**src/rtl/ow_pkg.sv**
```systemverilog
package ow_pkg;
  typedef enum logic [2:0] {
    ST_IDLE,
    ST_SLOT,
    ST_RLOW,
    ST_RWAIT,
    ST_RPRES,
    ST_RPLOW,
    ST_RRECOV
  } ow_state_e;

  localparam int SLOT_FLOOR = 60;  // no slot may finish earlier
endpackage

```
**src/rtl/ow_tick_gen.sv**
```systemverilog
module ow_tick_gen #(
  parameter int CLKS_NORM = 100,
  parameter int CLKS_OD   = 12
) (
  input  logic clk_i,
  input  logic rst_ni,
  input  logic run_i,
  input  logic od_i,
  output logic tick_o
);
  localparam int CW = (CLKS_NORM > 1) ? $clog2(CLKS_NORM + 1) : 1;

  logic [CW-1:0] cnt_q;
  logic [CW-1:0] lim;
  logic          wrap;

  assign lim    = od_i ? CW'(CLKS_OD) : CW'(CLKS_NORM);
  assign wrap   = (cnt_q == lim - CW'(1));
  assign tick_o = run_i && wrap;

  always_ff @(posedge clk_i or negedge rst_ni) begin
    if (!rst_ni)           cnt_q <= '0;
    else if (!run_i)       cnt_q <= '0;
    else if (wrap)         cnt_q <= '0;
    else                   cnt_q <= cnt_q + CW'(1);
  end

  AST_CNT_BELOW_LIMIT: assert property (@(posedge clk_i) disable iff (!rst_ni)
    run_i |-> cnt_q < lim);
endmodule

```
**src/rtl/ow_line_sync.sv**
```systemverilog
module ow_line_sync #(
  parameter int STAGES = 2
) (
  input  logic clk_i,
  input  logic rst_ni,
  input  logic line_i,
  output logic line_o
);
  logic [STAGES-1:0] sync_q;

  generate
    if (STAGES == 1) begin : g_one
      always_ff @(posedge clk_i or negedge rst_ni) begin
        if (!rst_ni) sync_q <= '1;
        else         sync_q <= line_i;
      end
    end else begin : g_chain
      always_ff @(posedge clk_i or negedge rst_ni) begin
        if (!rst_ni) sync_q <= '1;
        else         sync_q <= {sync_q[STAGES-2:0], line_i};
      end
    end
  endgenerate

  assign line_o = sync_q[STAGES-1];
endmodule

```
**src/rtl/ow_seq.sv**
```systemverilog
module ow_seq
  import ow_pkg::*;
#(
  parameter int T_SLOT    = 65,
  parameter int T_W0_LOW  = 60,
  parameter int T_W1_LOW  = 2,
  parameter int T_SAMPLE  = 15,
  parameter int T_RST_LOW = 480,
  parameter int T_RST_MIN = 960,
  parameter int T_PDH_MAX = 60,
  parameter int T_STUCK   = 3840
) (
  input  logic       clk_i,
  input  logic       rst_ni,
  input  logic       start_i,
  input  logic [1:0] op_i,
  input  logic       od_i,
  input  logic       tick_i,
  input  logic       line_i,
  output logic       od_o,
  output logic       busy_o,
  output logic       pull_o,
  output logic       done_o,
  output logic       result_o,
  output logic       short_o
);
  localparam int T_CAP  = T_RST_LOW + T_STUCK;
  localparam int T_TMAX = T_CAP + 4 * T_PDH_MAX + 2;
  localparam int TW     = $clog2(T_TMAX + 1);
  localparam int EW     = TW + 2;

  localparam logic [TW-1:0] K_SLOT   = TW'(T_SLOT);
  localparam logic [TW-1:0] K_W0     = TW'(T_W0_LOW);
  localparam logic [TW-1:0] K_W1     = TW'(T_W1_LOW);
  localparam logic [TW-1:0] K_SAMPLE = TW'(T_SAMPLE);
  localparam logic [TW-1:0] K_RLOW   = TW'(T_RST_LOW);
  localparam logic [TW-1:0] K_PDH    = TW'(T_PDH_MAX);
  localparam logic [TW-1:0] K_CAP    = TW'(T_CAP);
  localparam logic [EW-1:0] K_RMIN   = EW'(T_RST_MIN);

  ow_state_e     state_q;
  logic [TW-1:0] t_q, t_nx, mark_q, fall_q, dly;
  logic [EW-1:0] end_q, nx_ext, floor_nx, recov_cand, recov_end;
  logic          rst_op_q, w1_q, od_q, smp_q, pres_q, done_q, res_q, short_q;
  logic [TW-1:0] low_len;

  assign t_nx       = t_q + TW'(1);
  assign nx_ext     = {2'b00, t_nx};
  assign dly        = fall_q - mark_q;
  assign recov_cand = nx_ext + {2'b00, dly} + {1'b0, dly, 1'b0};
  assign floor_nx   = (nx_ext > K_RMIN) ? nx_ext : K_RMIN;
  assign recov_end  = (recov_cand > K_RMIN) ? recov_cand : K_RMIN;
  assign low_len    = w1_q ? K_W1 : K_W0;

  always_ff @(posedge clk_i or negedge rst_ni) begin
    if (!rst_ni) begin
      state_q  <= ST_IDLE;
      t_q      <= '0;
      mark_q   <= '0;
      fall_q   <= '0;
      end_q    <= '0;
      rst_op_q <= 1'b0;
      w1_q     <= 1'b0;
      od_q     <= 1'b0;
      smp_q    <= 1'b1;
      pres_q   <= 1'b0;
      done_q   <= 1'b0;
      res_q    <= 1'b1;
      short_q  <= 1'b0;
    end else begin
      done_q <= 1'b0;
      if (state_q == ST_IDLE) begin
        if (start_i) begin
          rst_op_q <= op_i[1];
          w1_q     <= op_i[0];
          od_q     <= od_i;
          t_q      <= '0;
          pres_q   <= 1'b0;
          state_q  <= op_i[1] ? ST_RLOW : ST_SLOT;
        end
      end else if (tick_i) begin
        t_q <= t_nx;
        case (state_q)
          ST_SLOT: begin
            if (t_nx == K_SAMPLE) smp_q <= line_i;
            if (t_nx == K_SLOT) begin
              state_q <= ST_IDLE;
              done_q  <= 1'b1;
              res_q   <= smp_q;
              short_q <= 1'b0;
            end
          end
          ST_RLOW: if (t_nx == K_RLOW) state_q <= ST_RWAIT;
          ST_RWAIT: begin
            if (line_i) begin
              mark_q  <= t_nx;
              state_q <= ST_RPRES;
            end else if (t_nx == K_CAP) begin  // line stuck low: short
              state_q <= ST_IDLE;
              done_q  <= 1'b1;
              res_q   <= 1'b1;
              short_q <= 1'b1;
            end
          end
          ST_RPRES: begin
            if (!line_i) begin
              fall_q  <= t_nx;
              pres_q  <= 1'b1;
              state_q <= ST_RPLOW;
            end else if (t_nx - mark_q >= K_PDH) begin
              end_q   <= floor_nx;
              state_q <= ST_RRECOV;
            end
          end
          ST_RPLOW: begin
            if (line_i) begin
              end_q   <= recov_end;
              state_q <= ST_RRECOV;
            end else if (t_nx == K_CAP) begin
              state_q <= ST_IDLE;
              done_q  <= 1'b1;
              res_q   <= 1'b0;
              short_q <= 1'b0;
            end
          end
          ST_RRECOV: begin
            if (nx_ext >= end_q) begin
              state_q <= ST_IDLE;
              done_q  <= 1'b1;
              res_q   <= ~pres_q;
              short_q <= 1'b0;
            end
          end
          default: state_q <= ST_IDLE;
        endcase
      end
    end
  end

  assign busy_o   = (state_q != ST_IDLE);
  assign pull_o   = (state_q == ST_RLOW) || ((state_q == ST_SLOT) && (t_q < low_len));
  assign done_o   = done_q;
  assign result_o = res_q;
  assign short_o  = short_q;
  assign od_o     = od_q;

  AST_PULL_NEEDS_BUSY: assert property (@(posedge clk_i) disable iff (!rst_ni)
    pull_o |-> busy_o);
  AST_DONE_CLOSES_BUSY: assert property (@(posedge clk_i) disable iff (!rst_ni)
    done_o |-> !busy_o && $past(busy_o));
  AST_SLOT_MIN_TIME: assert property (@(posedge clk_i) disable iff (!rst_ni)
    (done_o && !rst_op_q) |-> t_q >= TW'(SLOT_FLOOR));
  AST_RST_LOW_SPAN: assert property (@(posedge clk_i) disable iff (!rst_ni)
    ($fell(pull_o) && rst_op_q) |-> t_q == K_RLOW);
  AST_RST_MIN_TIME: assert property (@(posedge clk_i) disable iff (!rst_ni)
    (done_o && rst_op_q) |-> {2'b00, t_q} >= K_RMIN);
  AST_SHORT_IMPLIES_ONE: assert property (@(posedge clk_i) disable iff (!rst_ni)
    short_o |-> result_o);
  AST_OP_HELD: assert property (@(posedge clk_i) disable iff (!rst_ni)
    (busy_o && $past(busy_o)) |-> ($stable(rst_op_q) && $stable(od_q) && $stable(w1_q)));
  AST_RESULT_HELD: assert property (@(posedge clk_i) disable iff (!rst_ni)
    !done_o |-> ($stable(result_o) && $stable(short_o)));
endmodule

```
**src/rtl/ow_slot_engine.sv**
```systemverilog
module ow_slot_engine #(
  parameter int CLKS_PER_US = 100,
  parameter int OD_DIV      = 8,
  parameter int SYNC_STAGES = 2,
  parameter int T_SLOT      = 65,
  parameter int T_W0_LOW    = 60,
  parameter int T_W1_LOW    = 2,
  parameter int T_SAMPLE    = 15,
  parameter int T_RST_LOW   = 480,
  parameter int T_RST_MIN   = 960,
  parameter int T_PDH_MAX   = 60,
  parameter int T_STUCK     = 3840
) (
  input  logic       clk_i,
  input  logic       rst_ni,
  input  logic       start_i,
  input  logic [1:0] op_i,
  input  logic       od_i,
  input  logic       line_i,
  output logic       pull_o,
  output logic       busy_o,
  output logic       done_o,
  output logic       result_o,
  output logic       short_o
);
  localparam int CLKS_OD = (CLKS_PER_US >= OD_DIV) ? CLKS_PER_US / OD_DIV : 1;

  logic line_s, tick, od_act, busy;

  ow_line_sync #(.STAGES(SYNC_STAGES)) i_sync (
    .clk_i (clk_i),
    .rst_ni(rst_ni),
    .line_i(line_i),
    .line_o(line_s)
  );

  ow_tick_gen #(.CLKS_NORM(CLKS_PER_US), .CLKS_OD(CLKS_OD)) i_tick (
    .clk_i (clk_i),
    .rst_ni(rst_ni),
    .run_i (busy),
    .od_i  (od_act),
    .tick_o(tick)
  );

  ow_seq #(
    .T_SLOT   (T_SLOT),
    .T_W0_LOW (T_W0_LOW),
    .T_W1_LOW (T_W1_LOW),
    .T_SAMPLE (T_SAMPLE),
    .T_RST_LOW(T_RST_LOW),
    .T_RST_MIN(T_RST_MIN),
    .T_PDH_MAX(T_PDH_MAX),
    .T_STUCK  (T_STUCK)
  ) i_seq (
    .clk_i   (clk_i),
    .rst_ni  (rst_ni),
    .start_i (start_i),
    .op_i    (op_i),
    .od_i    (od_i),
    .tick_i  (tick),
    .line_i  (line_s),
    .od_o    (od_act),
    .busy_o  (busy),
    .pull_o  (pull_o),
    .done_o  (done_o),
    .result_o(result_o),
    .short_o (short_o)
  );

  assign busy_o = busy;
endmodule

```
**config.mk**
```make
export PLATFORM = sky130hd
export DESIGN_NAME = ow_slot_engine
export DESIGN_NICKNAME = d
export VERILOG_FILES = /design/src/rtl/ow_pkg.sv /design/src/rtl/ow_tick_gen.sv /design/src/rtl/ow_line_sync.sv /design/src/rtl/ow_seq.sv /design/src/rtl/ow_slot_engine.sv
export SDC_FILE = /design/constraint.sdc
export NUM_CORES = 1
export LEC_CHECK = 0
export BUFFER_PORTS_ARGS = -buffer_cell sky130_fd_sc_hd__buf_2
export CAP_MARGIN = 10
export CORE_ASPECT_RATIO = 0.75
export CORE_UTILIZATION = 50
export CTS_CLUSTER_SIZE = 16
export DETAILED_ROUTE_END_ITERATION = 10
export PLACE_DENSITY = 0.66
export SETUP_SLACK_MARGIN = 0.2
export SYNTH_ARGS = -nofsm -noshare
export SYNTH_HDL_FRONTEND = slang
export SYNTH_SLANG_ARGS = --single-unit
```
**constraint.sdc**
```tcl
create_clock -name clk_i -period 15.1 [get_ports clk_i]
set_input_delay 0.755 -clock clk_i [delete_from_list [all_inputs] [get_ports clk_i]]
set_output_delay 0.755 -clock clk_i [all_outputs]
set_load 0.05 [all_outputs]
```
* After elaboration in Yosys (flattened, before gate mapping)
Index checks and enable logic that the tools add are counted.
Word-level totals: flip-flop bits (word level) 73, logic and storage cells 122
Cells by class: add/subtract/negate cells 7, order comparisons 5, equal/unequal tests 26, mux-type cells 48, bitwise logic cells 3, reductions and logical operators 19
Operators by type and width (count):
- 15-bit 2-to-1 mux | 4
- 13-bit 2-to-1 mux | 4
- 3-bit 2-to-1 mux | 11
- 15-bit one-hot mux with 2 select lines | 1
- 13-bit subtractor | 2
- 7-bit 2-to-1 mux | 3
- 1-bit 2-to-1 mux | 19
- 3-bit one-hot mux with 6 select lines | 1
- 4-bit AND reduction | 4
- 15-bit by 14-bit adder with 15-bit output | 1
- 13-bit by 15-bit >= comparator with 1-bit output | 1
- 15-bit by 10-bit > comparator with 1-bit output (second input constant) | 1
- 13-bit by 13-bit adder with 14-bit output | 1
- 13-bit by 1-bit adder with 13-bit output (second input constant) | 1
- 13-bit == test (second input constant) | 1
- 13-bit by 4-bit == test with 1-bit output (second input constant) | 1
- 13-bit by 7-bit == test with 1-bit output (second input constant) | 1
- 13-bit by 9-bit == test with 1-bit output (second input constant) | 1
- 13-bit by 6-bit >= comparator with 1-bit output (second input constant) | 1
- 13-bit by 10-bit > comparator with 1-bit output (second input constant) | 1
- 13-bit less-than comparator | 1
- 2-bit by 1-bit inequality test with 1-bit output (second input constant) | 6
- 6-bit AND reduction | 2
- 2-bit inequality test (second input constant) | 5
- 22 further kinds | 34

* Logic depth before layout (Yosys ltp)
Gate-level depths: netlist (run 1).
depth in word-level cells 8, depth in mapped cells 26, gate-level depth less buffers 26

* Hierarchy
From an unflattened synthesis (run 1), not the netlist that was laid out.
Second synthesis, totals: cells, all modules 750, area, all modules 6448.7 um^2
Modules (own cells, without submodules):
- ow_seq | instances 1, cells an instance 712, area each 6020.8 um^2, sequential area each 1604.0 um^2
- ow_tick_gen | instances 1, cells an instance 36, area each 375.4 um^2, sequential area each 175.2 um^2
- ow_line_sync | instances 1, cells an instance 2, area each 52.6 um^2, sequential area each 52.6 um^2

* Worst setup path before layout (run 1)
OpenSTA, ideal clock, no wires.
path kind reg-to-reg, start reg i_seq.mark_q[0], end reg i_seq.end_q[1], setup time 125 ps, arrival time 5024 ps, required time 14975 ps, slack 9952 ps, stages on the path, launching flop included 21, path through dfrtp_1 ha_1 fa_1 inv_1 ha_1 a21o_1 a21oi_1 nor2b_1 o21a_1 o311a_1 o21a_1 o21a_1 o41ai_1 xnor2_1 ha_1 nor4b_1 nor4_1 or3_4 nor4b_4 o32ai_1 mux2_2
On the way: cells in the longest elaborated chain, start to end 7
Ends and longest elaborated chain:
- start, declared | line ow_seq.sv:42 | logic [TW-1:0] t_q, t_nx, mark_q, fall_q, dly;
- start signal, assigned | line ow_seq.sv:96 | mark_q <= t_nx;
- 13-bit subtractor | line ow_seq.sv:49 | assign dly = fall_q - mark_q;
- 13-bit by 13-bit adder with 14-bit output | line ow_seq.sv:50 | assign recov_cand = nx_ext + {2'b00, dly} + {1'b0, dly, 1'b0};
- 15-bit by 14-bit adder with 15-bit output | line ow_seq.sv:50
- 15-bit by 10-bit > comparator with 1-bit output | line ow_seq.sv:52 | assign recov_end = (recov_cand > K_RMIN) ? recov_cand : K_RMIN;
- 15-bit 2-to-1 mux | line ow_seq.sv:52
- 15-bit 2-to-1 mux | line ow_seq.sv:116 | if (line_i) begin
- 15-bit one-hot mux with 2 select lines | line ow_seq.sv:83 | case (state_q)
- end signal, assigned | line ow_seq.sv:111 | end_q <= floor_nx;
- end signal, assigned | line ow_seq.sv:117 | end_q <= recov_end;
- end, declared | line ow_seq.sv:43 | logic [EW-1:0] end_q, nx_ext, floor_nx, recov_cand, recov_end;
Several ways; a longest one is shown, not always the timed one. The select of a mux whose other input is x is not followed. A chain may end at the register's enable or synchronous reset.

* Final worst setup path (run 1)
Ends and elaborated chain as after synthesis.

==> results of run 1 <==
## worst min path at each step
stage | end | cells past startpoint | slack [ns] | startpoint
after floorplan | i_sync.sync_q[1]$_DFF_PN1_ | 0 | 0.35 | i_sync.sync_q[0]$_DFF_PN1_
after global placement | i_sync.sync_q[1]$_DFF_PN1_ | 0 | 0.35 | i_sync.sync_q[0]$_DFF_PN1_
after detailed placement | i_sync.sync_q[1]$_DFF_PN1_ | 0 | 0.35 | i_sync.sync_q[0]$_DFF_PN1_
after CTS | i_sync.sync_q[1]$_DFF_PN1_ | 0 | 0.36 | i_sync.sync_q[0]$_DFF_PN1_
after global routing | i_sync.sync_q[1]$_DFF_PN1_ | 0 | 0.36 | i_sync.sync_q[0]$_DFF_PN1_
final | i_sync.sync_q[1]$_DFF_PN1_ | 0 | 0.36 | i_sync.sync_q[0]$_DFF_PN1_
## where the power goes
| part | switching [mW] | internal, mW | total [mW] | leakage [nW] |
|---|---|---|---|---|
| combinational | 0.00406 | 0.000685 | 0.00475 | 2.20 |
| sequential | 0.000522 | 0.196 | 0.197 | 0.908 |
| clock | 0.0924 | 0.129 | 0.221 | 0.143 |
## cell families after synthesis
logic type               after synthesis  share of synthesized area [%]
AO/OA/AOI/OAI                        220                           21.7
XOR/XNOR                              49                           6.70
adder cells (fa/ha/maj)               74                           14.5
buffers and inverters                 92                           5.72
flip-flops                            73                           28.1
multiplexers                          12                           1.98
AND/OR/NAND/NOR                      271                           21.3
## worst max-delay path: stages, from the launching register on
cell and delay (ns):
sky130_fd_sc_hd__dfrtp_1 0.41, sky130_fd_sc_hd__ha_1 0.22, sky130_fd_sc_hd__fa_1 0.41, sky130_fd_sc_hd__nor2b_1 0.13, sky130_fd_sc_hd__o21ai_0 0.12, sky130_fd_sc_hd__a21boi_0 0.37, sky130_fd_sc_hd__o21ai_0 0.20, sky130_fd_sc_hd__nor2b_1 0.18
sky130_fd_sc_hd__xnor2_1 0.31, sky130_fd_sc_hd__ha_1 0.34, sky130_fd_sc_hd__or2_2 0.31, sky130_fd_sc_hd__o311a_1 0.15, sky130_fd_sc_hd__o21a_1 0.20, sky130_fd_sc_hd__o21ai_0 0.24, sky130_fd_sc_hd__nor2b_1 0.20, sky130_fd_sc_hd__xnor2_1 0.13
sky130_fd_sc_hd__ha_1 0.34, sky130_fd_sc_hd__and3_1 0.21, sky130_fd_sc_hd__a21oi_1 0.15, sky130_fd_sc_hd__o211ai_1 0.11, sky130_fd_sc_hd__a21oi_1 0.19, sky130_fd_sc_hd__xor2_1 0.24, sky130_fd_sc_hd__nor4b_4 0.58, sky130_fd_sc_hd__o32ai_1 0.15
sky130_fd_sc_hd__mux2_2 0.28
## stage by stage
step	instances	setup WS, ns	power, mW	area (um^2)
final	957	8.83	0.423	6960
after global placement	941	9.16	0.205	6670
after global routing	957	8.41	0.433	6960
after CTS	957	8.93	0.425	6960
after floorplan	791	9.95	0.200	6520
after detailed placement	941	8.98	0.205	6670
## flip-flops by register name, summed over array words and instances (netlist names)
name            count
i_sync.sync_q       2
i_seq.smp_q         1
i_seq.od_o          1
i_seq.w1_q          1
i_seq.mark_q       13
i_seq.fall_q       13
i_seq.done_o        1
i_seq.t_q          13
i_seq.end_q        15
i_tick.cnt_q        7
i_seq.result_o      1
i_seq.pres_q        1
i_seq.state_q       3
i_seq.short_o       1
## synthesized netlist by cell type, types with 20 or more instances
library cell               number
sky130_fd_sc_hd__inv_1         62
sky130_fd_sc_hd__xnor2_1       34
sky130_fd_sc_hd__nor3_1        23
sky130_fd_sc_hd__clkbuf_1      20
sky130_fd_sc_hd__dfrtp_1       69
sky130_fd_sc_hd__a21oi_1       41
sky130_fd_sc_hd__o21ai_0       80
sky130_fd_sc_hd__nand3_1       21
sky130_fd_sc_hd__ha_1          71
sky130_fd_sc_hd__nor2_1        61
sky130_fd_sc_hd__nand2_1       77
## final cells by class
| type | count | area share, % |
|---|---|---|
| repair buffers | 14 | 1.15 |
| inverters | 62 | 3.34 |
| clock buffers | 10 | 3.29 |
| multi-input cells | 626 | 61.9 |
| clock inverters | 6 | 0.988 |
| flip-flops and latches | 73 | 26.3 |
| well taps | 166 | 2.98 |
## routing by layer
metal / GRT usage [%] / share of wire [%] / vias up
met3: 6.64 / 7.5 / 34
met2: 40.8 / 41 / 230
met5: 0 / 0 / -
met4: 6.82 / 1.5 / 0
met1: 41.0 / 50 / 2789
li1: - / - / 2826
==> summary.md, run 1 <==
| Metric | Value |
|---|---|
| Run status | `complete, no violations` |
| Effective utilization at floorplan | `52.2%` |
| Register-to-register setup slack | `8.83 ns` |
| Sequential cell area fraction in the yosys report | `28.1%` |
| Top-area cell type share of the netlist area | `26.5%` |
| GRT Total Usage | `27.9%` |
| Global-route wire length before repair | `29400 um` |
| GP Congestion | `0.929` |
| Highest-count cells in the layout ignoring fill and taps | `sky130_fd_sc_hd__o21ai_0 (80), sky130_fd_sc_hd__nand2_1 (77), sky130_fd_sc_hd__ha_1 (71)` |
| Number of vias per cell | `6.14` |
| Syn Area/Cell | `8.24 um^2` |
| Sequential Area | `1830 um^2` |
| Floorplan Core Area | `12500 um^2` |
| Final setup violation count | `0` |
| CP Capture Type | `flop` |
| Async set-reset flop share out of synthesis | `100%` |
| Worst Path Class, Setup | `flop to flop` |
| Area contributors post-synth | `sky130_fd_sc_hd__dfrtp_1 (26%), sky130_fd_sc_hd__ha_1 (14%), sky130_fd_sc_hd__o21ai_0 (6.1%)` |
| Post_cts resized | `0` |
| Count of max-cap constraint violations | `0` |
| Synth Register Bits | `73` |
| Syn Std Cell Area | `6520 um^2` |
| WHS | `0.359 ns` |
| Buffer type at the clock tree root | `sky130_fd_sc_hd__clkbuf_16` |
| Relative slew slack | `23.5%` |
| Total power per unit cell area | `60.7 nW/um^2` |
| Number of clock buffers inserted by TritonCTS | `9` |
| Critical path startpoint | `i_seq.mark_q[0]$_DFFE_PN0P_` |
| DRC Markers | `0` |
| Total clock sinks | `73` |
| CTS max path bufs | `2` |
| Via count of the first global-routing pass | `5609` |
| Cell type with the highest aggregate area in the netlist | `sky130_fd_sc_hd__dfrtp_1` |
| Number of antenna violations at the first check in global routing | `0` |
| Final global-route overflow total | `0` |
| Wire length per cell | `18.5 um` |
| Number of iterations in the first detailed-routing pass | `6` |
| Post-CTS setup buffer count | `0` |
| Combined area of the multi-input logic cells | `4310 um^2` |
| Required time at the worst-slack endpoint | `15.33 ns` |
| Period utilization | `41.5%` |
| Unrepaired setup endpoints after global routing | `false` |
| Filler cells | `1173` |
| Capturing point of the worst reg2reg path | `i_seq.end_q[1]$_DFFE_PN0P_` |
| CTS tree | `yes` |
| Number of nets with antenna violations after routing | `0` |
| Instance count of the mapped netlist | `791` |
| Hold violation count in the final report | `0` |
| Max Transition Viols Final | `0` |
| Fraction of layout cells with a size suffix above 1 | `7.71%` |
| Clock skew after layout | `0.00631 ns` |
| Clock transition at path regs | `0.06 ns` |
| Total routed wirelength | `17700 um` |
| Type of the worst min-delay path | `flop to flop` |
| Count of flip-flops with a built-in enable after synthesis | `0` |
| # H-tree levels | `3` |
| Arrival time at the worst endpoint | `6.50 ns` |
| R2R Path Start | `i_seq.mark_q[0]$_DFFE_PN0P_` |
| Most common cell after layout, fill and taps aside | `sky130_fd_sc_hd__o21ai_0` |
| Total Nets Final | `867` |
| Die outline area | `13500 um^2` |
| Number of unique standard cell types used by synthesis | `81` |
| Number of cells on the worst reg-to-reg path | `24` |
| Max IR drop VDD | `0.0527 mV` |
| Setup TNS | `0 ns` |
| Chip Width | `134 um` |
| Row Count | `35` |
| Synthesis-to-layout area growth | `6.83%` |
| Pleak | `3.25 nW` |
| I/O pin count | `12` |
| Critical path startpoint category | `flop` |
| Number of vias in the routed layout | `5879` |
| Slew at the pin with the worst max-slew slack | `1.14 ns` |
| Clock network latency to the later pin of the worst-skew pair | `0.35 ns` |
| Max Freq | `160 MHz` |
| Most used DFF post-synth | `sky130_fd_sc_hd__dfrtp_1` |
| Synthesized net count | `872` |
| Number of warnings printed during yosys synthesis | `0` |
| Fraction of the core area covered by cells at the end of the flow | `55.8%` |
| Die height | `101 um` |
| DRT iter0 DRCs | `480` |
| Largest net degree at the start of global routing | `74` |
| Diodes inserted | `0` |
| Shortest period the worst path allows | `6.27 ns` |
| HPWL reported at the end of detailed placement | `13500 um` |
| Count of input and output buffers | `11` |
| Worst setup path endpoint | `i_seq.end_q[1]$_DFFE_PN0P_` |
| Hold-fix buffers at CTS | `0` |
| Peak fanout along the critical path | `10` |
Power figures use the tool's default switching activity.
==> run 2: changes to the inputs <==
==> constraint.sdc (replaced) <==
create_clock -name clk_i -period 5.97 [get_ports clk_i]
set_input_delay 0.2985 -clock clk_i [delete_from_list [all_inputs] [get_ports clk_i]]
set_output_delay 0.2985 -clock clk_i [all_outputs]
set_load 0.05 [all_outputs]
==> run 2 against run 1 <==
Compared with the run above:
- die area unchanged
- clock-buffer cell count unchanged
- sequential share of layout area down 0.67 points
- highest routed layer unchanged
- critical endpoint unchanged
- largest power group unchanged
==> summary.md, run 2 (synthesis results as in run 1) <==
| Metric | Value |
|---|---|
| Run status | `complete, no violations` |
| CTS max path bufs | `2 (unchanged)` |
| Arrival time at the worst endpoint | `5.75 ns (-0.75 ns)` |
| Type of the worst min-delay path | `input port to flop` |
| Final global-route overflow total | `0 (unchanged)` |
| Setup TNS | `0 ns (unchanged)` |
| Final setup violation count | `0 (unchanged)` |
| Wire length per cell | `18.6 um (+0.28%)` |
| Period utilization | `92.6% (+51 points)` |
| I/O pin count | `12 (unchanged)` |
| Number of placed instances, taps included | `952 (+1.2%)` |
| Number of clock buffers inserted by TritonCTS | `9 (unchanged)` |
| Die height | `101 um (unchanged)` |
| Shortest period the worst path allows | `5.53 ns (-0.743 ns)` |
| HPWL reported at the end of detailed placement | `13600 um (+0.81%)` |
| Hold violation count in the final report | `0 (unchanged)` |
| Critical path startpoint category | `flop` |
| Synthesis-to-layout area growth | `9.62%` |
| Effective utilization at floorplan | `52.2% (unchanged)` |
| GRT met2 Usage | `41.8% (+1.0 points)` |
| Diodes inserted | `0 (unchanged)` |
| Most flop-heavy register | `i_seq.end_q` |
| Relative slew slack | `24.5% (+0.93 points)` |
| Die outline area | `13500 um^2 (unchanged)` |
| Number of antenna violations at the first check in global routing | `0 (unchanged)` |
| Peak fanout along the critical path | `7 (-3)` |
| Total clock sinks | `73 (unchanged)` |
| Required time at the worst-slack endpoint | `6.19 ns (-9.14 ns)` |
| Count of input and output buffers | `11 (unchanged)` |
| Max Transition Viols Final | `0 (unchanged)` |
| Total routed wirelength | `18100 um (+2.2%)` |
| Number of vias per cell | `6.14 (about the same)` |
| Slowest Stage Delay on Critical Path | `0.41 ns (-0.17 ns)` |
| Row Count | `35 (unchanged)` |
| Critical path's slowest cell | `sky130_fd_sc_hd__fa_1` |
| Met3 track demand over resource | `5.38% (-1.3 points)` |
| Worst Path Class, Setup | `flop to flop` |
| CTS tree | `yes` |
| Worst slack after detailed placement | `0.199 ns (-8.78 ns)` |
| # H-tree levels | `3 (unchanged)` |
| Crit path top cell by count | `sky130_fd_sc_hd__nor2b_1` |
| Pleak | `3.35 nW (+2.9%)` |
| Fraction of layout cells with a size suffix above 1 | `10.9% (+3.2 points)` |
| Layer with the highest usage | `met1` |
| Number of vias in the routed layout | `5988 (+1.9%)` |
| Highest-count cells in the layout ignoring fill and taps | `sky130_fd_sc_hd__nand2_1 (77), sky130_fd_sc_hd__o21ai_0 (77), sky130_fd_sc_hd__dfrtp_1 (69)` |
| Clock network latency to the later pin of the worst-skew pair | `0.34 ns (about the same)` |
| Number of nets with antenna violations after routing | `0 (unchanged)` |
| DRT iter0 DRCs | `408 (-15%)` |
| Total Nets Final | `885 (+2.1%)` |
| Max Freq | `181 MHz (+13%)` |
| Final cell count without fillers | `975 (+1.9%)` |
| Largest net degree at the start of global routing | `74 (unchanged)` |
| Chip Width | `134 um (unchanged)` |
| Buffer type at the clock tree root | `sky130_fd_sc_hd__clkbuf_16` |
| Met1 global-route usage | `42.5% (+1.5 points)` |
| Total power per unit cell area | `142 nW/um^2 (+130%)` |
| Unrepaired setup endpoints after global routing | `false` |
| Floorplan Core Area | `12500 um^2 (unchanged)` |
| Number of iterations in the first detailed-routing pass | `5 (-1)` |
| Slew at the pin with the worst max-slew slack | `1.13 ns (-0.0139 ns)` |
| Via count of the first global-routing pass | `5699 (+1.6%)` |
| Clock skew after layout | `0.00824 ns (+0.00193 ns)` |
| CP Capture Type | `flop` |
| Count of max-cap constraint violations | `0 (unchanged)` |
| Max IR drop VDD | `0.135 mV (+160%)` |
| DRC Markers | `0 (unchanged)` |
| GP Congestion | `0.919 (-1.1%)` |
| Filler cells | `1165 (-0.68%)` |
| Max FFs per register | `15 (unchanged)` |
| GRT Total Usage | `28.4% (+0.52 points)` |
| Clock transition at path regs | `0.06 ns (about the same)` |
| Global-route wire length before repair | `29800 um (+1.4%)` |
| Final WS setup | `0.444 ns (-8.39 ns)` |
-- run 2: cell types whose count changed in the layout (fill, tap and decap cells not counted), moves of 2 or more --
| cell | before | now |
|---|---|---|
| sky130_fd_sc_hd__buf_4 | 4 | 21 |
| sky130_fd_sc_hd__clkinv_4 | 2 | 0 |
| sky130_fd_sc_hd__clkinvlp_4 | 1 | 4 |
| sky130_fd_sc_hd__ha_1 | 71 | 68 |
| sky130_fd_sc_hd__ha_2 | 0 | 3 |
| sky130_fd_sc_hd__o21ai_0 | 80 | 77 |
| sky130_fd_sc_hd__o21ai_1 | 2 | 5 |
-- run 2: area by class of cell --
cell class	count	area (um^2)	area share (%)
Inverter	62	233	3.26
Sequential cell	73	1830	25.6
Tap cell	166	208	2.91
Timing Repair Buffer	31	208	2.91
Clock buffer	10	229	3.20
Clock inverter	6	43.8	0.613
Multi-Input combinational cell	627	4390	61.5
-- run 2: path summary, 6_finish.rpt --
check / start / end / slack [ns] / cells after the start
max in group asynchronous: rst_ni / i_seq.mark_q[9]$_DFFE_PN0P_ / 5.23 / 1
worst max register to register: i_seq.mark_q[0]$_DFFE_PN0P_ / i_seq.end_q[1]$_DFFE_PN0P_ / 0.44 / 26
min in group asynchronous: rst_ni / i_seq.t_q[3]$_DFFE_PN0P_ / 0.10 / 1
worst min register to register: i_sync.sync_q[0]$_DFF_PN1_ / i_sync.sync_q[1]$_DFF_PN1_ / 0.36 / 0
worst max-delay path: i_seq.mark_q[0]$_DFFE_PN0P_ / i_seq.end_q[1]$_DFFE_PN0P_ / 0.44 / 26
worst min-delay path: line_i / i_sync.sync_q[0]$_DFF_PN1_ / 0.06 / 1
-- run 2: power by group --
part	switching [mW]	total [mW]	internal [mW]	leakage [nW]
Clock	0.226	0.508	0.282	0.121
Combinational	0.0103	0.0120	0.00173	2.32
Sequential	0.00129	0.497	0.496	0.908
-- run 2: through the flow --
stage / hold WS [ns] / area, um^2 / utilization, % / power (mW)
6_report: 0.0569 / 7150 / 57.3 / 1.02
2_1_floorplan: 0.00291 / 6520 / - / 0.507
3_5_place_dp: 0.350 / 6750 / 54.1 / 0.519
3_3_place_gp: 0.350 / 6750 / 54.1 / 0.519
4_1_cts: 0.0484 / 7020 / 56.3 / 1.03
5_1_grt: 0.0431 / 7150 / 57.3 / 1.05
-- run 2: critical path: cells and delay by family, from the launching register on --
kind                       cells  cell delay, ns
AOI/OAI and AO/OA             10            1.47
adders and majority gates      4            1.27
and+or+nand+nor                6            1.16
xor gates and xnor gates       3            0.50
DFF                            1            0.40
buffers and inverters          2            0.32
muxes                          1            0.27
-- run 2: metal layers --
metal,vias to the layer above,share of wire [%]
li1,2870,-
met1,2905,50
met2,194,42
met3,19,6.9
met4,0,1.3
met5,-,0
-- run 2: repair_timing --
item,in CTS,in global routing
setup buffers,0,6
endpoints found under the setup margin,2,11
pin swaps,1,6
gates resized for setup,0,16
cloned,0,1
endpoints found under the hold margin,0,0
hold buffers,0,0
==> run 3: changes to the inputs <==
--- a/config.mk
+++ b/config.mk
@@ -12,6 +12,7 @@
 export CTS_CLUSTER_SIZE = 16
 export DETAILED_ROUTE_END_ITERATION = 10
 export PLACE_DENSITY = 0.66
+export REMOVE_ABC_BUFFERS = 1
 export SETUP_SLACK_MARGIN = 0.2
 export SYNTH_ARGS = -nofsm -noshare
 export SYNTH_HDL_FRONTEND = slang
==> run 3 against run 2 <==
Compared with the run above:
- clock skew down 0.0010 ns
- combinational power hardly changed
- clock-buffer cell count unchanged
- design area rose by 1.1%
- power grew 8.0%
- flip-flop and latch count is the same
- utilization increased by 0.60 points
- worst setup slack better by 0.016 ns
- fmax grew 0.30%
- critical path depth fell by 5
- worst hold slack got worse by 0.0028 ns
- critical path type unchanged
- critical endpoint unchanged
==> summary.md, run 3 (synthesis results as in run 1) <==
| Metric | Value |
|---|---|
| Die height | `101 um (unchanged)` |
| I/O pin count | `12 (unchanged)` |
| Max Freq | `181 MHz (+0.30%)` |
| Number of vias per cell | `6.14 (about the same)` |
| Count of max-cap constraint violations | `0 (unchanged)` |
| Global-route wire length before repair | `29300 um (-1.6%)` |
| Floorplan Core Area | `12500 um^2 (unchanged)` |
| Buffer type at the clock tree root | `sky130_fd_sc_hd__clkbuf_16` |
| Placed Area | `6750 um^2 (unchanged)` |
| Hold-fix buffers at CTS | `0 (unchanged)` |
| Final global-route overflow total | `0 (unchanged)` |
| Unrepaired setup endpoints after global routing | `false` |
| Row Count | `35 (unchanged)` |
| Total Nets Final | `883 (-0.23%)` |
| R2R Path Start | `i_seq.mark_q[0]$_DFFE_PN0P_` |
| Capturing point of the worst reg2reg path | `i_seq.end_q[1]$_DFFE_PN0P_` |
| Largest net degree at the start of global routing | `74 (unchanged)` |
| GRT Total Usage | `28.0% (-0.45 points)` |
| Type of the worst min-delay path | `input port to flop` |
| Number of iterations in the first detailed-routing pass | `5 (unchanged)` |
| Number of vias in the routed layout | `5972 (-0.27%)` |
| Highest-count cells in the layout ignoring fill and taps | `sky130_fd_sc_hd__o21ai_0 (78), sky130_fd_sc_hd__nand2_1 (77), sky130_fd_sc_hd__dfrtp_1 (69)` |
| GP Congestion | `0.900 (-2.0%)` |
| Total Power Consumption | `1.10 mW (+8.0%)` |
| Clock skew after layout | `0.00721 ns (-0.00103 ns)` |
| Max FFs per register | `15 (unchanged)` |
| Die outline area | `13500 um^2 (unchanged)` |
| CTS tree | `yes` |
| Max Transition Viols Final | `0 (unchanged)` |
| Critical path startpoint | `i_seq.mark_q[0]$_DFFE_PN0P_` |
| Pleak | `3.37 nW (+0.74%)` |
| Critical path startpoint category | `flop` |
| # H-tree levels | `3 (unchanged)` |
| Final setup violation count | `0 (unchanged)` |
| Max IR drop VDD | `0.166 mV (+23%)` |
| Worst Path Class, Setup | `flop to flop` |
| Count of input and output buffers | `11 (unchanged)` |
| Number of cells on the worst reg-to-reg path | `21 (-19%)` |
| CP Capture Type | `flop` |
| Total routed wirelength | `17800 um (-1.4%)` |
| Peak fanout along the critical path | `8 (+1)` |
| Hold violation count in the final report | `0 (unchanged)` |
| Arrival time at the worst endpoint | `5.73 ns (-0.02 ns)` |
| Most common cell after layout, fill and taps aside | `sky130_fd_sc_hd__o21ai_0` |
| Total clock sinks | `73 (unchanged)` |
| Number of clock buffers inserted by TritonCTS | `9 (unchanged)` |
| Final cell area excluding filler cells | `7220 um^2 (+1.1%)` |
| Number of nets with antenna violations after routing | `0 (unchanged)` |
| Total power per unit cell area | `152 nW/um^2 (+6.8%)` |
| Most flop-heavy register | `i_seq.end_q` |
| Wire length per cell | `18.3 um (-1.2%)` |
| Relative slew slack | `22.1% (-2.4 points)` |
| Clock network latency to the later pin of the worst-skew pair | `0.34 ns (about the same)` |
| DRC Markers | `0 (unchanged)` |
| CTS max path bufs | `2 (unchanged)` |
| Number of antenna violations at the first check in global routing | `0 (unchanged)` |
| HPWL reported at the end of detailed placement | `13600 um (-0.43%)` |
| Run status | `complete, no violations` |
| Clock transition at path regs | `0.06 ns (about the same)` |
| DRT iter0 DRCs | `438 (+7.4%)` |
| Fraction of layout cells with a size suffix above 1 | `11.4% (+0.52 points)` |
| Shortest period the worst path allows | `5.51 ns (-0.0163 ns)` |
| Worst setup path endpoint | `i_seq.end_q[1]$_DFFE_PN0P_` |
| Period utilization | `92.3% (-0.27 points)` |
| Diodes inserted | `0 (unchanged)` |
| Via count of the first global-routing pass | `5579 (-2.1%)` |
| Chip Width | `134 um (unchanged)` |
| Effective utilization at floorplan | `52.2% (unchanged)` |
| Synthesis-to-layout area growth | `10.8%` |
| Register-to-register setup slack | `0.46 ns (+0.02 ns)` |
| Required time at the worst-slack endpoint | `6.19 ns (about the same)` |
| Slew at the pin with the worst max-slew slack | `1.17 ns (+0.0358 ns)` |
run 3: cell types whose count changed in the layout (fill, tap and decap cells not counted), moves of 2 or more:
cell | before | now
sky130_fd_sc_hd__buf_4 | 21 | 19
sky130_fd_sc_hd__o21ai_1 | 5 | 3
sky130_fd_sc_hd__bufinv_16 | 0 | 2
sky130_fd_sc_hd__clkinvlp_4 | 4 | 1
run 3: worst max-delay path, stage by stage, from the launching register on:
cell,delay (ns)
sky130_fd_sc_hd__dfrtp_1,0.41
sky130_fd_sc_hd__ha_1,0.24
sky130_fd_sc_hd__fa_1,0.54
sky130_fd_sc_hd__inv_1,0.10
sky130_fd_sc_hd__ha_1,0.29
sky130_fd_sc_hd__a21o_1,0.18
sky130_fd_sc_hd__a21oi_1,0.21
sky130_fd_sc_hd__nor2b_1,0.07
sky130_fd_sc_hd__o21a_1,0.19
sky130_fd_sc_hd__o311a_1,0.32
sky130_fd_sc_hd__o21a_1,0.20
sky130_fd_sc_hd__o21a_1,0.24
sky130_fd_sc_hd__o41ai_4,0.26
sky130_fd_sc_hd__xnor2_1,0.16
sky130_fd_sc_hd__ha_2,0.35
sky130_fd_sc_hd__nor4b_2,0.33
sky130_fd_sc_hd__nor4_2,0.10
sky130_fd_sc_hd__or3_4,0.35
sky130_fd_sc_hd__nor4b_4,0.34
sky130_fd_sc_hd__buf_6,0.17
sky130_fd_sc_hd__o32ai_1,0.07
sky130_fd_sc_hd__mux2_2,0.27
run 3: worst min path at each step:
stage / start / end / slack, ns / cells past startpoint
after floorplan: rst_ni / i_seq.done_o$_DFF_PN0_ / 0.003 / 0
after global placement: i_sync.sync_q[0]$_DFF_PN1_ / i_sync.sync_q[1]$_DFF_PN1_ / 0.35 / 0
after detailed placement: i_sync.sync_q[0]$_DFF_PN1_ / i_sync.sync_q[1]$_DFF_PN1_ / 0.35 / 0
after CTS: line_i / i_sync.sync_q[0]$_DFF_PN1_ / 0.04 / 1
after global routing: line_i / i_sync.sync_q[0]$_DFF_PN1_ / 0.05 / 1
final: line_i / i_sync.sync_q[0]$_DFF_PN1_ / 0.05 / 1
run 3: power by group:
part / leakage [nW] / switching [mW] / internal (mW)
registers: 0.908 / 0.00130 / 0.496
logic: 2.31 / 0.0101 / 0.00173
clock network: 0.153 / 0.222 / 0.368
run 3: repair_timing:
action	4_1_cts	5_1_grt
gates resized for setup	5	21
gates cloned	0	1
setup buffers	1	3
endpoints found under the setup margin	6	11
pin swaps	0	6
run 3: area by class of cell:
cell class                      instances  area (um^2)
Clock inverter                          6         90.1
Timing Repair Buffer                   30          204
Tap cell                              166          208
Multi-Input combinational cell        626         4430
Fill cell                            1125         5260
Clock buffer                           10          229
Inverter                               62          233
Sequential cell                        73         1830
run 3: routing by layer:
layer  vias up  part of all wire [%]  GRT usage (%)
li1       2873                     -              -
met1      2863                    51           42.0
met2       209                    41           39.9
met3        27                   6.4           5.53
met4         0                   1.8           8.57
met5         -                     0              0
run 3: stage by stage:
stage	hold slack [ns]	TNS, ns	instances	setup WS, ns	utilization (%)
global route	0.0489	0	973	0.162	57.9
finish	0.0541	0	973	0.460	57.9
floorplan	0.00291	0	761	0.822	-
CTS	0.0435	0	969	0.136	56.9
detailed placement	0.349	-0.0729	952	-0.0729	54.1
global placement	0.346	0	952	0.236	54.1
